`config.mk`:
```
export PLATFORM = sky130hd
export DESIGN_NAME = tiss_master
export DESIGN_NICKNAME = d
export VERILOG_FILES = /design/src/rtl/tiss_pkg.sv /design/src/rtl/tiss_tick.sv /design/src/rtl/tiss_datapath.sv /design/src/rtl/tiss_control.sv /design/src/rtl/tiss_master.sv
export SDC_FILE = /design/constraint.sdc
export NUM_CORES = 1
export LEC_CHECK = 0
export BUFFER_PORTS_ARGS = -buffer_cell sky130_fd_sc_hd__buf_2
export CORE_MARGIN = 2
export CORE_UTILIZATION = 35
export DETAILED_ROUTE_END_ITERATION = 6
export PLACE_DENSITY_LB_ADDON = 0.12
export SYNTH_ARGS = -nofsm -noshare
export SYNTH_HDL_FRONTEND = slang
export SYNTH_HIERARCHICAL = 1
export SYNTH_SLANG_ARGS = --single-unit
```
`constraint.sdc`:
```
create_clock -name clk -period 5.7 [get_ports clk]
set_input_delay 1.14 -clock clk [delete_from_list [all_inputs] [get_ports clk]]
set_output_delay 1.14 -clock clk [all_outputs]
set_load 0.01 [all_outputs]
```
`src/rtl/tiss_pkg.sv`:
```
package tiss_pkg;
  typedef struct packed {
    logic load;     // take a new word into the shifters
    logic shiftTx;  // launch next transmit bit
    logic capRx;    // capture receive bit
  } dpCtl_t;

  typedef enum logic [1:0] {
    S_IDLE  = 2'd0,
    S_FRAME = 2'd1,
    S_DATA  = 2'd2
  } state_t;
endpackage

```
`src/rtl/tiss_tick.sv`:
```
module tiss_tick #(
  parameter int DIV_W = 8
) (
  input  logic             clk,
  input  logic             rstN,
  input  logic             run,
  input  logic [DIV_W-1:0] clkDiv,
  output logic             tick
);
  logic [DIV_W-1:0] lim;
  logic [DIV_W-1:0] cnt;

  always_comb begin
    lim  = (clkDiv == '0) ? DIV_W'(1) : clkDiv;
    tick = run && (cnt >= lim - DIV_W'(1));
  end

  always_ff @(posedge clk or negedge rstN) begin
    if (!rstN)      cnt <= '0;
    else if (!run)  cnt <= '0;
    else if (tick)  cnt <= '0;
    else            cnt <= cnt + DIV_W'(1);
  end
endmodule

```
`src/rtl/tiss_datapath.sv`:
```
module tiss_datapath
  import tiss_pkg::*;
#(
  parameter int DATA_W = 16,
  localparam int SIZE_W = $clog2(DATA_W)
) (
  input  logic              clk,
  input  logic              rstN,
  input  dpCtl_t            ctl,
  input  logic [SIZE_W-1:0] sizeM1,
  input  logic [DATA_W-1:0] txData,
  input  logic              rxd,
  output logic              txd,
  output logic [DATA_W-1:0] rxData
);
  logic [DATA_W-1:0] txShift;
  logic [DATA_W-1:0] rxShift;
  logic              txdReg;
  logic [SIZE_W-1:0] shAmt;

  assign shAmt  = SIZE_W'(DATA_W - 1) - sizeM1;
  assign txd    = txdReg;
  assign rxData = rxShift;

  always_ff @(posedge clk or negedge rstN) begin
    if (!rstN) begin
      txShift <= '0;
      rxShift <= '0;
      txdReg  <= 1'b0;
    end else begin
      if (ctl.load) begin
        txShift <= txData << shAmt;  // left-justify so the MSB leads
        rxShift <= '0;
      end else if (ctl.shiftTx) begin
        txdReg  <= txShift[DATA_W-1];
        txShift <= {txShift[DATA_W-2:0], 1'b0};
      end
      if (ctl.capRx) rxShift <= {rxShift[DATA_W-2:0], rxd};
    end
  end
endmodule

```
`src/rtl/tiss_control.sv`:
```
module tiss_control
  import tiss_pkg::*;
#(
  parameter int DATA_W = 16,
  localparam int SIZE_W = $clog2(DATA_W),
  localparam int CNT_W  = $clog2(DATA_W + 1)
) (
  input  logic              clk,
  input  logic              rstN,
  input  logic              spiMode,
  input  logic [SIZE_W-1:0] sizeSel,
  input  logic              txValid,
  input  logic              tick,
  output logic              txReady,
  output logic              run,
  output logic [SIZE_W-1:0] loadSize,
  output dpCtl_t            ctl,
  output logic              sclk,
  output logic              fss,
  output logic              txdOe,
  output logic              rxValid,
  output logic              txDone
);
  state_t            state;
  logic [SIZE_W-1:0] sizeReg;
  logic [CNT_W-1:0]  bitCnt;
  logic              pulse, modeReg;
  logic              riseTick, fallTick, allCaptured, endSlot, accept;

  always_comb begin
    loadSize    = (sizeSel < SIZE_W'(3)) ? SIZE_W'(3) : sizeSel;
    fallTick    = tick && sclk;
    riseTick    = tick && !sclk;
    allCaptured = (bitCnt == CNT_W'(sizeReg) + CNT_W'(1));
    endSlot     = (state == S_DATA) && riseTick && allCaptured;
    txReady     = (state == S_IDLE) || endSlot;
    accept      = txReady && txValid;
    run         = (state != S_IDLE);
    ctl.load    = accept;
    ctl.shiftTx = riseTick && ((state == S_FRAME) || ((state == S_DATA) && !allCaptured));
    ctl.capRx   = fallTick && (state == S_DATA);
    fss         = (state == S_IDLE) ? spiMode : (modeReg ? 1'b0 : pulse);
  end

  always_ff @(posedge clk or negedge rstN) begin
    if (!rstN) begin
      state   <= S_IDLE;
      sizeReg <= '0;
      bitCnt  <= '0;
      pulse   <= 1'b0;
      modeReg <= 1'b0;
      sclk    <= 1'b0;
      txdOe   <= 1'b0;
      rxValid <= 1'b0;
      txDone  <= 1'b0;
    end else begin
      rxValid <= 1'b0;
      txDone  <= 1'b0;
      if (accept) begin
        state   <= S_FRAME;
        sclk    <= 1'b1;
        pulse   <= 1'b1;
        modeReg <= spiMode;
        sizeReg <= loadSize;
        bitCnt  <= '0;
      end else begin
        case (state)
          S_FRAME: begin
            if (fallTick) sclk <= 1'b0;
            if (riseTick) begin
              sclk  <= 1'b1;
              pulse <= 1'b0;
              txdOe <= 1'b1;
              state <= S_DATA;
            end
          end
          S_DATA: begin
            if (fallTick) begin
              sclk   <= 1'b0;
              bitCnt <= bitCnt + CNT_W'(1);
              if (bitCnt == CNT_W'(sizeReg)) rxValid <= 1'b1;
            end
            if (riseTick) begin
              if (!allCaptured) sclk <= 1'b1;
              else begin
                state  <= S_IDLE;
                txdOe  <= 1'b0;
                txDone <= 1'b1;
              end
            end
          end
          default: ;
        endcase
      end
    end
  end
endmodule

```
`src/rtl/tiss_master.sv`:
```
module tiss_master
  import tiss_pkg::*;
#(
  parameter int DATA_W = 16,
  parameter int DIV_W  = 8,
  localparam int SIZE_W = $clog2(DATA_W)
) (
  input  logic              clk,
  input  logic              rstN,
  input  logic              spiMode,
  input  logic [SIZE_W-1:0] sizeSel,
  input  logic [DIV_W-1:0]  clkDiv,
  input  logic              txValid,
  input  logic [DATA_W-1:0] txData,
  output logic              txReady,
  input  logic              rxd,
  output logic [DATA_W-1:0] rxData,
  output logic              rxValid,
  output logic              sclk,
  output logic              fss,
  output logic              txd,
  output logic              txdOe,
  output logic              txDone
);
  dpCtl_t            ctl;
  logic              tick, run;
  logic [SIZE_W-1:0] loadSize;

  tiss_tick #(.DIV_W(DIV_W)) u_tick (
    .clk(clk), .rstN(rstN), .run(run), .clkDiv(clkDiv), .tick(tick)
  );

  tiss_control #(.DATA_W(DATA_W)) u_ctrl (
    .clk(clk), .rstN(rstN), .spiMode(spiMode), .sizeSel(sizeSel),
    .txValid(txValid), .tick(tick), .txReady(txReady), .run(run),
    .loadSize(loadSize), .ctl(ctl), .sclk(sclk), .fss(fss),
    .txdOe(txdOe), .rxValid(rxValid), .txDone(txDone)
  );

  tiss_datapath #(.DATA_W(DATA_W)) u_dp (
    .clk(clk), .rstN(rstN), .ctl(ctl), .sizeM1(loadSize),
    .txData(txData), .rxd(rxd), .txd(txd), .rxData(rxData)
  );
endmodule

```
; Yosys cells after proc, flatten, opt, wreduce, memory -nomap -nowiden
; Index checks and enable logic that the tools add are counted.
[word_totals]
out_inout_bits = 23
regBits = 58
wordCells = 100
input_bits = 33
[classes]
n_eq_ne = 10
shift = 1
bitwise = 1
addsub = 5
n_lt_le_gt_ge = 2
muxes = 39
reduce_logical = 29
[ops]
columns = op, count
row1 = 16-bit two-way mux, 4
row2 = 8-bit two-way mux, 3
row3 = 1-bit two-way mux, 21
row4 = 2-bit nonzero test, 8
row5 = 16-bit by 4-bit << shifter with 16-bit output, 1
row6 = 5-bit two-way mux, 3
row7 = 1-bit logical AND, 9
row8 = "3-bit by 1-bit != test with 1-bit output, second input constant", 3
row9 = "8-bit by 1-bit adder with 8-bit output, second input constant", 1
row10 = 8-bit greater-or-equal comparator, 1
row11 = 8-bit logical NOT, 1
row12 = 2-bit two-way mux, 4
row13 = "8-bit by 1-bit subtractor with 8-bit output, second input constant", 1
row14 = "2-bit by 1-bit != test with 1-bit output, second input constant", 3
row15 = 2-bit AND reduction, 3
row16 = "4-bit by 1-bit adder with 5-bit output, second input constant", 1
row17 = "5-bit by 1-bit adder with 5-bit output, second input constant", 1
row18 = 5-bit by 4-bit == test with 1-bit output, 1
row19 = 5-bit == test, 1
row20 = 5-bit AND reduction, 1
row21 = "4-bit by 2-bit less-than comparator with 1-bit output, second input constant", 1
row22 = 4-bit two-way mux, 1
row23 = 1-bit one-hot mux with 2 select lines, 2
row24 = 2-bit one-hot mux with 2 select lines, 1
row25 = other kinds (9), 11

; Logic depth before layout (Yosys ltp)
; Gate-level depths: netlist of the first run.
[logic_depth]
depth_word = 12
mapped_depth = 21
depth_no_buf = 17

; By module
; Netlist of the first run, hierarchy kept.
[by_module_without_submodules]
columns = module, cells_each, instances, seq_area_each_um2, area_per_inst_um2
row1 = tiss_datapath, 165, 1, 825.8, 1965.6
row2 = tiss_control, 99, 1, 425.4, 1019.7
row3 = tiss_tick, 72, 1, 200.2, 681.9

; Worst setup path before layout of the first run
; Ideal clock, no wire load.
[synth_timing]
path_kind = input to register
start = input port clkDiv[5]
end = register u_dp.rxShift[10] (netlist: u_dp/rxData[10])
setup_slack_ps = 725
stages = 20
required_time_ps = 5634
arrival_time_ps = 4909
n_path_buf = 4
cell_sequence = or3_4 > nor3_2 > a21oi_1 > ha_1 > xnor2_1 > ha_1 > a211o_1 > a31oi_2 > nor3_1 > o21a_1 > ha_1 > and2_1 > nand2_1 > o21ai_4 > buf_6 > buf_4 > clkbuf_1 > nor2_1 > clkbuf_1 > a22o_1
[synth_via]
elab_chain_cells = 11
[synth_lines]
columns = element, line
row1 = from (decl), tiss_master.sv:12  ; input logic [DIV_W-1:0] clkDiv,
row2 = 8-bit logical NOT, tiss_tick.sv:14  ; lim = (clkDiv == '0) ? DIV_W'(1) : clkDiv;
row3 = 8-bit two-way mux *, tiss_tick.sv:14
row4 = 8-bit by 1-bit subtractor with 8-bit output *, tiss_tick.sv:15  ; tick = run && (cnt >= lim - DIV_W'(1));
row5 = 8-bit greater-or-equal comparator *, tiss_tick.sv:15
row6 = 1-bit logical AND *, tiss_tick.sv:15
row7 = via tick, tiss_master.sv:26  ; logic tick, run;
row8 = 1-bit logical AND *, tiss_control.sv:33  ; riseTick = tick && !sclk;
row9 = 1-bit logical AND * (2 in series), tiss_control.sv:35  ; endSlot = (state == S_DATA) && riseTick && allCaptured;
row10 = 1-bit logical OR *, tiss_control.sv:36  ; txReady = (state == S_IDLE) || endSlot;
row11 = 1-bit logical AND *, tiss_control.sv:37  ; accept = txReady && txValid;
row12 = via u_ctrl.accept, tiss_control.sv:28  ; logic riseTick, fallTick, allCaptured, endSlot, accept;
row13 = 2-bit nonzero test (no line) *, -
row14 = to (signal assigned), tiss_datapath.sv:38  ; if (ctl.capRx) rxShift <= {rxShift[DATA_W-2:0], rxd};
row15 = to (decl), tiss_datapath.sv:17  ; logic [DATA_W-1:0] rxShift;
; Mark *: on every way through the listed nets, which the timed path passes. The rest lies on a longest branch.
; A chain may end at the register's enable or synchronous reset.

; Final worst setup path of the first run
[layout_timing]
start = input port clkDiv[5]
end = output port txReady
[layout_via]
elab_chain_cells = 9
[layout_lines]
columns = element, line
row1 = 8-bit logical NOT, tiss_tick.sv:14
row2 = 8-bit two-way mux *, tiss_tick.sv:14
row3 = 8-bit by 1-bit subtractor with 8-bit output *, tiss_tick.sv:15
row4 = 8-bit greater-or-equal comparator *, tiss_tick.sv:15
row5 = 1-bit logical AND *, tiss_tick.sv:15
row6 = via tick, tiss_master.sv:26
row7 = 1-bit logical AND *, tiss_control.sv:33
row8 = 1-bit logical AND * (2 in series), tiss_control.sv:35
row9 = 1-bit logical OR *, tiss_control.sv:36
row10 = to (decl), tiss_master.sv:15  ; output logic txReady,
; Marks and branches as above.

==> results of run 1 <==
## through the flow
stage,hold slack [ps],worst slack [ps]
3_3_place_gp,465,422
6_report,486,341
5_1_grt,525,31.1
2_1_floorplan,450,725
3_5_place_dp,477,345
4_1_cts,493,328
## worst paths after layout
kind | startpoint | endpoint
worst max-delay path | clkDiv[5] | txReady
worst min-delay path | u_ctrl/pulse | u_ctrl/pulse
worst max register to register | u_tick/cnt[2] | u_dp/txShift[15]
worst min register to register | u_ctrl/pulse | u_ctrl/pulse
max in group asynchronous | rstN | u_tick/cnt[1]
min in group asynchronous | rstN | u_dp/txd
## Yosys cell counts (all sizes together) (2+ instances only)
| master | n | area (sq um) |
|---|---|---|
| dfrtp | 58 | 1450 |
| nand2 | 23 | 86.3 |
| mux2i | 21 | 210 |
| nor2 | 21 | 78.8 |
| ha | 18 | 225 |
| a22o | 16 | 140 |
| mux2 | 14 | 173 |
| xnor2 | 13 | 114 |
| nor2b | 12 | 75.1 |
| clkbuf | 11 | 41.3 |
| inv | 11 | 41.3 |
| nand3 | 11 | 55.1 |
| a21oi | 10 | 50.1 |
| mux4 | 10 | 240 |
| buf | 9 | 66.3 |
| a211oi | 8 | 60.1 |
| xor2 | 8 | 70.1 |
| o21ai | 7 | 46.3 |
| nand2b | 5 | 31.3 |
| nor3 | 5 | 30.0 |
| o22ai | 5 | 31.3 |
| a31oi | 4 | 31.3 |
| nor3b | 4 | 35.0 |
| a221oi | 3 | 26.3 |
| nand4 | 3 | 18.8 |
| a41oi | 2 | 17.5 |
| and2 | 2 | 12.5 |
| o211ai | 2 | 15.0 |
| o21a | 2 | 15.0 |
| o21bai | 2 | 15.0 |
| o31ai | 2 | 28.8 |
| or3 | 2 | 22.5 |
## state kept, by name, indices dropped and copies added, names as in the netlist
signal          cells
u_ctrl/modeReg      1
u_ctrl/rxValid      1
u_ctrl/sclk         1
u_ctrl/txDone       1
u_ctrl/pulse        1
u_dp/rxData        16
u_ctrl/state        2
u_dp/txd            1
u_ctrl/sizeReg      4
u_ctrl/txdOe        1
u_ctrl/bitCnt       5
u_tick/cnt          8
u_dp/txShift       16
## layer usage
| layer | GRT usage | vias up | wire, microns |
|---|---|---|---|
| met5 | 0 | - | 0 |
| met4 | 0.0338 | 0 | 55 |
| met3 | 0.0411 | 6 | 293 |
| met2 | 0.237 | 50 | 3620 |
| met1 | 0.200 | 1328 | 3840 |
| li1 | - | 1344 | - |
## logic make-up after synthesis
family | Yosys count
and+or+nand+nor | 92
AOI/OAI and AO/OA | 71
DFF | 58
muxes | 45
buffers and inverters | 31
xor gates and xnor gates | 21
adders and majority gates | 18
## area by class of cell
type | count | area, sq um | share of cell area
clock buffers | 11 | 151 | 0.0355
multi-input cells | 247 | 2080 | 0.487
repair buffers | 61 | 320 | 0.0751
flip-flops and latches | 58 | 1450 | 0.340
well taps | 136 | 170 | 0.0399
inverters | 11 | 41.3 | 0.00968
clock inverters | 5 | 52.6 | 0.0123
## placed cells by master (no fill, tap or decap), drive strengths merged, types with 10 or more instances in the layout
cell / synthesis / final
mux2i: 21 / 21
nand2: 23 / 23
clkbuf: 11 / 11
mux2: 14 / 14
nor2: 21 / 21
nor2b: 12 / 12
buf: 9 / 61
a21oi: 10 / 10
inv: 11 / 11
ha: 18 / 18
mux4: 10 / 10
dfrtp: 58 / 58
a22o: 16 / 16
xnor2: 13 / 13
nand3: 11 / 11
## where the power goes
group / total (mW) / switching (mW) / internal (mW)
Combinational: 0.524 / 0.268 / 0.256
Sequential: 0.594 / 0.0789 / 0.515
Clock: 0.385 / 0.162 / 0.223
Total: 1.50 / 0.509 / 0.994
==> impl.org, run 1 <==
** Run status
- Outcome :: finished, final reports clean

** Timing
- Min cycle time layout :: between 5000 and 6000 ps
- Setup repair after global routing left no endpoint under its margin.
- For this run, the top clock speed supported by timing is roughly 0.19 GHz.
- Final Max Tran Viols :: 0
- Setup tns final :: 0 ps
- The final count of hold timing violations is 0.
- Clock skew after layout :: roughly 13 ps
- Fin crit share :: 0.940
- Number of endpoints failing setup at the final stage :: 0
- In this run the tightest slew margin relative to its limit is 0.262.
- Tightest Pin Transition :: 1100 ps

** Die
- In this run the core area contains 37 standard-cell rows.
- DIE AREA :: ~0.011 sq mm
- Number of top-level pins :: 56
- For this configuration, the core starts out at a cell density of 0.358.
- Measured along the x axis, the die boundary spans 106 microns.
- Core region area :: 0.0102 sq mm
- Chip height :: approximately 110 microns

** Placement
- In this run the cell area measured after placement is a little over 0.004 sq mm.
- Final HPWL from detailed placement :: roughly 5700 microns
- Placer's final routability congestion estimate :: 0.846
- In this run the tool buffered the top-level ports with 55 buffer cells.
- Cells after DPL :: a little over 500

** Routing
- For this run, design rule violations remaining after detail routing come to 0.
- Once detail routing completed, the nets flagged for antenna violations numbered 0.
- The first detailed-routing pass took 4 iterations.
- In the routed layout, each cell is associated on average with a via count of ~5.2.
- Iteration-0 DRC Markers :: about 160
- Routed wire length per instance :: around 15 microns
- Summing over every cut layer, the via total after detailed routing is about 2700.
- Total routed wirelength :: between 7000 and 8000 microns

** Setup path
- Worst path buffer plus inverter count :: 2
- On the critical path the largest part of the delay comes from simple AND/OR/NAND/NOR gates.
- Critical path required time :: about 4600 ps
- Worst reg-to-reg setup slack :: 2520 ps
- Traced cell by cell, the critical path runs through buf_2, or3_4, nor3_2, a21oi_1, ha_1, xnor2_1, ha_1, a211o_1, a31oi_2, nor3_1, o21a_1, ha_1, and2_1, nand2b_1, nand2_1, buf_2.
- Most frequent CP cell :: sky130_fd_sc_hd__ha_1
- Endpoint type of the worst setup path :: output pin
- STA classifies the critical path startpoint as an input port.
- Worst-case reg-to-reg path depth :: 12
- Of all nets on the critical path, the largest fanout is 6.
- Cell at the slowest stage of the critical path :: sky130_fd_sc_hd__or3_4
- In this run the number of cells on the critical path is 16.
- For the worst setup path, the data arrival time is about 4200 ps.
- The largest single stage delay on the critical path is around 410 ps.
- By startpoint and endpoint, the worst setup path is classified as input port to output pin.

** Cells and area
- The net count of the finished layout is 439.
- Fill cell count :: 1025
- Final cell area excluding filler cells :: between 0.004 and 0.005 sq mm
- Non-filler cells in the finished layout :: around 530
- Area growth, synth to finish :: 16.3%
- In the final layout, the share of cells above drive strength 1 is 0.277.
- 0 antenna diodes ended up in the layout.
- Measured on the finished design, the core utilization comes to 0.417.

** Global route
- Via count of the first global-routing pass :: approximately 2800
- In the global route stage, overall resource usage came out at 0.148.
- Antenna violations before repair :: 0
- Global-route wire length before repair :: around 13000 microns
- Leftover overflow at the end of global routing :: 0
- Maximum number of pins on one net before global-route repair :: 59

** Yosys
- Dominant combinational cell family by area after synthesis :: multiplexers
- Synthesis produced about 340 cells.
- Yosys warnings :: 6
- Of the total synthesized cell area, the portion taken by XOR and XNOR cells is 0.0502.
- Number of distinct standard cells referenced by the synthesized netlist :: 53
- Mapped Area :: about 0.0037 sq mm
- Number of register bits inferred by synthesis :: just under 60
- Synth Area per Inst :: around 11 sq um
- Number of flops mapped to enable cells by yosys :: 0
- Among all flip-flop cells after synthesis, the most frequent one is sky130_fd_sc_hd__dfrtp_1.
- Of the total synthesized cell area, the portion taken by AND, OR, NAND and NOR gates is 0.133.
- Area fraction in compound gates after synthesis :: 0.149
- Register area share after synthesis :: 0.396
- Net Count, Synth :: 387
- After synthesis, the share of flip-flops with an asynchronous set or reset is 1.00.
- Of the post-synthesis cell area, the part taken by muxes is 0.170.
- Of the total synthesized cell area, the portion taken by full adders, half adders and majority gates is 0.0614.

** Clock tree
- The number of setup buffers added after CTS is 0.
- In this run, post-CTS hold repair placed 0 buffers.
- In this run, CTS created clock tree buffers numbering 9.
- Latest clock arrival within the worst-skew pair :: between 300 and 400 ps
- The clock passes through at most 2 buffers.
- H-tree Lvls :: 3
- Clock tree root driver cell :: sky130_fd_sc_hd__clkbuf_8
- TritonCTS built the clock tree.
- Clock-pin slew was measured on the worst setup and hold paths at ~70 ps.
- Clock net sink count :: between 50 and 60
- After clock tree synthesis, the repair step resized 0 gates.

** Pwr
- Dividing total power by cell area gives a power density of roughly 350 mW/mm^2.
- Max rail drop VDD :: 0.000169 V
- After layout, the design draws a total of 1.50 mW.
- Leakage power :: slightly below 2 nW

** Hold path
- Type of the worst min-delay path :: register to register
- Number of cells on the worst hold path :: 1

** Run
- Number of maximum-capacitance constraint violations :: 0
Power figures use the tool's default switching activity.
==> run 2, diff against run 1 <==
Settings changed: SETUP_SLACK_MARGIN set to 0.5.
==> impl.org, run 2 (synthesis gave the netlist of run 1 again) <==
** Setup path
- Endpoint type of the worst setup path :: output pin (unchanged)
- The classification of the worst setup path is input port to output pin (unchanged).
- Highest fanout seen on the critical path :: 5 (was 6)
- The critical path startpoint is clkDiv[4] (was clkDiv[5]).
- Worst-case reg-to-reg path depth :: 11 (was 12)
- The worst setup slack for register-to-register paths is 2550 ps (was 2520 ps).
- The startpoint type of the worst setup path is an input port (unchanged).
- The launch instance of the worst register-to-register path is u_tick/cnt[2] (unchanged).
- Critical path required time :: 4560 ps (about the same)
- Crit path DAT :: 3990 ps (was 4220 ps)
- Destination of the critical timing path :: txReady (unchanged)
- The capture instance of the worst register-to-register path was u_dp/txShift[13] (was u_dp/txShift[15]).

** Pwr
- Internal power consumption :: 1.02 mW (was 0.994 mW)
- The sequential share of power was 0.385 (was 0.395).
- The switching share of power came to 0.339 (about the same).
- The highest ir drop seen on vdd is 0.000169 V (about the same).
- Leakage power :: 2.01 nW (was 1.95 nW)
- Combinational fraction of design power :: 0.366 (was 0.348)
- The switching power total came to 0.524 mW (was 0.509 mW).
- Part of the power in the clock network :: 0.250 (was 0.256)
- The areal power density over the cells is 350 mW/mm^2 (was 352 mW/mm^2).

** Die
- The number of top-level pins is 56 (unchanged).
- Chip height :: 106 microns (unchanged)
- The area of the core is 0.0102 sq mm (unchanged).
- Starting utilization of the core area :: 0.358 (unchanged)
- Number of standard-cell rows in the floorplan :: 37 (unchanged)
- Die width :: 106 microns (unchanged)
- DIE AREA :: 0.0113 sq mm (unchanged)

** Cells and area
- Commonest cells after routing, fill and taps aside :: sky130_fd_sc_hd__dfrtp_1, sky130_fd_sc_hd__buf_2, sky130_fd_sc_hd__nand2_1 (unchanged)
- Non-filler cells in the finished layout :: 537 (was 529)
- The number of filler instances in the final layout is 1016 (was 1025).
- The most common cell after layout, fill and taps aside was sky130_fd_sc_hd__dfrtp_1 (unchanged).
- The final layout net count is 447 (was 439).
- The proportion of layout cells with a drive suffix above 1 is 0.312 (was 0.277).
- Area growth, synth to finish :: 20.1% (was 16.3%)
- The antenna diode count was 0 (unchanged).
- Final core utilization :: 0.431 (was 0.417)

** Routing
- # DRC :: 0 (unchanged)
- The number of design-rule violations left by the first detailed-router iteration was 143 (was 156).
- The number of iterations in the first detailed-routing pass was 4 (unchanged).
- Routed wire length per instance :: 14.9 microns (was 14.7 microns)
- Total routed wirelength :: 7980 microns (was 7800 microns)
- Total number of vias :: 2764 (was 2728)
- The number of vias per cell was 5.15 (was 5.16).
- The number of nets with antenna violations after routing was 0 (unchanged).

** Timing
- Number of endpoints failing setup at the final stage :: 0 (unchanged)
- The slew of the pin with the lowest slew margin was 1100 ps (about the same).
- The max-slew violation total from the final report came to 0 (unchanged).
- Clock skew after layout :: 12.9 ps (was 13.3 ps)
- Final worst hold slack :: 486 ps (about the same)
- Setup tns final :: 0 ps (unchanged)
- Worst relative slew slack :: 0.263 (was 0.262)
- Setup repair after global routing missed its margin: true (was false).
- Min cycle time layout :: 5130 ps (was 5360 ps)
- Final hold violations :: 0 (unchanged)
- The fraction of the cycle the final worst path needs came to 0.900 (was 0.940).
- Fin worst setup slack :: 569 ps (was 341 ps)
- Top achievable clock speed :: 0.195 GHz (was 0.187 GHz)

** Clock tree
- The clock root buffer is sky130_fd_sc_hd__clkbuf_8 (unchanged).
- H-tree Lvls :: 3 (unchanged)
- The clock tree from TritonCTS was done (unchanged).
- The number of clock sinks was 58 (unchanged).
- The clock input transition at the sequential cells of the worst setup and hold paths was 70 ps (about the same).
- The number of buffers created by CTS was 9 (unchanged).
- The worst-skew pair later-pin latency is 340 ps (about the same).
- The deepest clock path buffer count is 2 (unchanged).
- Hold-fix buffer count after cts :: 0 (unchanged)

** Global route
- The wire length of the first global-routing pass came to 13400 microns (about the same).
- All-layer global routing usage :: 0.148 (about the same)
- Leftover overflow at the end of global routing :: 0 (unchanged)
- Antenna violations before repair :: 0 (unchanged)
- Via count of the first global-routing pass :: 2766 (unchanged)
- Maximum number of pins on one net before global-route repair :: 59 (unchanged)

** Placement
- Final HPWL from detailed placement :: 5700 microns (unchanged)
- The worst setup timing slack at the placement stage is 345 ps (unchanged).
- The count of port buffers added during placement came to 55 (unchanged).
- Placer's final routability congestion estimate :: 0.846 (unchanged)
- Cells after DPL :: 513 (unchanged)

** Run status
- Outcome :: finished, final reports clean (unchanged)

** Hold path
- Type of the worst min-delay path :: register to register (unchanged)
- The depth of the worst hold-timing path came to 1 (unchanged).

** Run
- Number of maximum-capacitance constraint violations :: 0 (unchanged)
==> run 2: cell count changes in the layout (fill, tap and decap cells not counted), moves of 2 or more <==
cell                    before  now
sky130_fd_sc_hd__buf_4       6   14
sky130_fd_sc_hd__buf_6       0    2
sky130_fd_sc_hd__buf_2      55   52
sky130_fd_sc_hd__ha_1       18   16
==> run 2: critical path: stages <==
cell and delay [ps]:
sky130_fd_sc_hd__buf_8 100, sky130_fd_sc_hd__or3_4 410, sky130_fd_sc_hd__nor3_4 220, sky130_fd_sc_hd__a21oi_2 90, sky130_fd_sc_hd__ha_2 220, sky130_fd_sc_hd__xnor2_2 130
sky130_fd_sc_hd__ha_1 290, sky130_fd_sc_hd__a211o_1 340, sky130_fd_sc_hd__a31oi_4 170, sky130_fd_sc_hd__nor3_2 70, sky130_fd_sc_hd__o21a_1 230, sky130_fd_sc_hd__ha_4 190
sky130_fd_sc_hd__and2_4 150, sky130_fd_sc_hd__nand2b_4 70, sky130_fd_sc_hd__nand2_2 60, sky130_fd_sc_hd__buf_6 120
==> run 2: cell type report <==
| cell class | count | area, sq um | share of cell area |
|---|---|---|---|
| Inverter | 11 | 41.3 | 0.00937 |
| Clock buffer | 11 | 151 | 0.0344 |
| Sequential cell | 58 | 1450 | 0.329 |
| Clock inverter | 5 | 52.6 | 0.0119 |
| Multi-Input combinational cell | 247 | 2140 | 0.485 |
| Tap cell | 136 | 170 | 0.0386 |
| Timing Repair Buffer | 69 | 403 | 0.0915 |
==> run 2: how the worst min path moves through the flow <==
stage               slack (ps)      endpoint         start
CTS                        490  u_ctrl/pulse  u_ctrl/pulse
global placement           460  u_ctrl/pulse  u_ctrl/pulse
floorplan                  450  u_ctrl/pulse  u_ctrl/pulse
detailed placement         480  u_ctrl/pulse  u_ctrl/pulse
finish                     490  u_ctrl/pulse  u_ctrl/pulse
global route               520  u_ctrl/pulse  u_ctrl/pulse
==> run 2: timing repair <==
item | 4_1_cts | 5_1_grt
endpoints found under the setup margin | 1 | 1
gates resized for setup | 4 | 13
buffers inserted | 2 | 6
pin swaps | 2 | 10
==> run 2: power groups by stage <==
stage | logic (mW) | clock network [mW] | registers [mW]
after global placement | 0.523 | 0 | 0.600
after CTS | 0.549 | 0.402 | 0.595
after detailed placement | 0.530 | 0 | 0.603
after floorplan | 0.412 | 0 | 0.582
after global routing | 0.637 | 0.417 | 0.612
final | 0.565 | 0.386 | 0.594
==> run 2: metrics by stage <==
step / cell area [sq um] / total power, mW
after floorplan: 3670 / 0.995
after global placement: 4060 / 1.12
after detailed placement: 4060 / 1.13
after CTS: 4300 / 1.55
after global routing: 4410 / 1.67
final: 4410 / 1.54
==> run 2: metal layers <==
metal,vias up,GRT usage,share of wire
met3,6,0.0411,0.037
met5,-,0,0
li1,1359,-,-
met4,0,0.0338,0.0070
met1,1353,0.201,0.49
met2,46,0.237,0.47
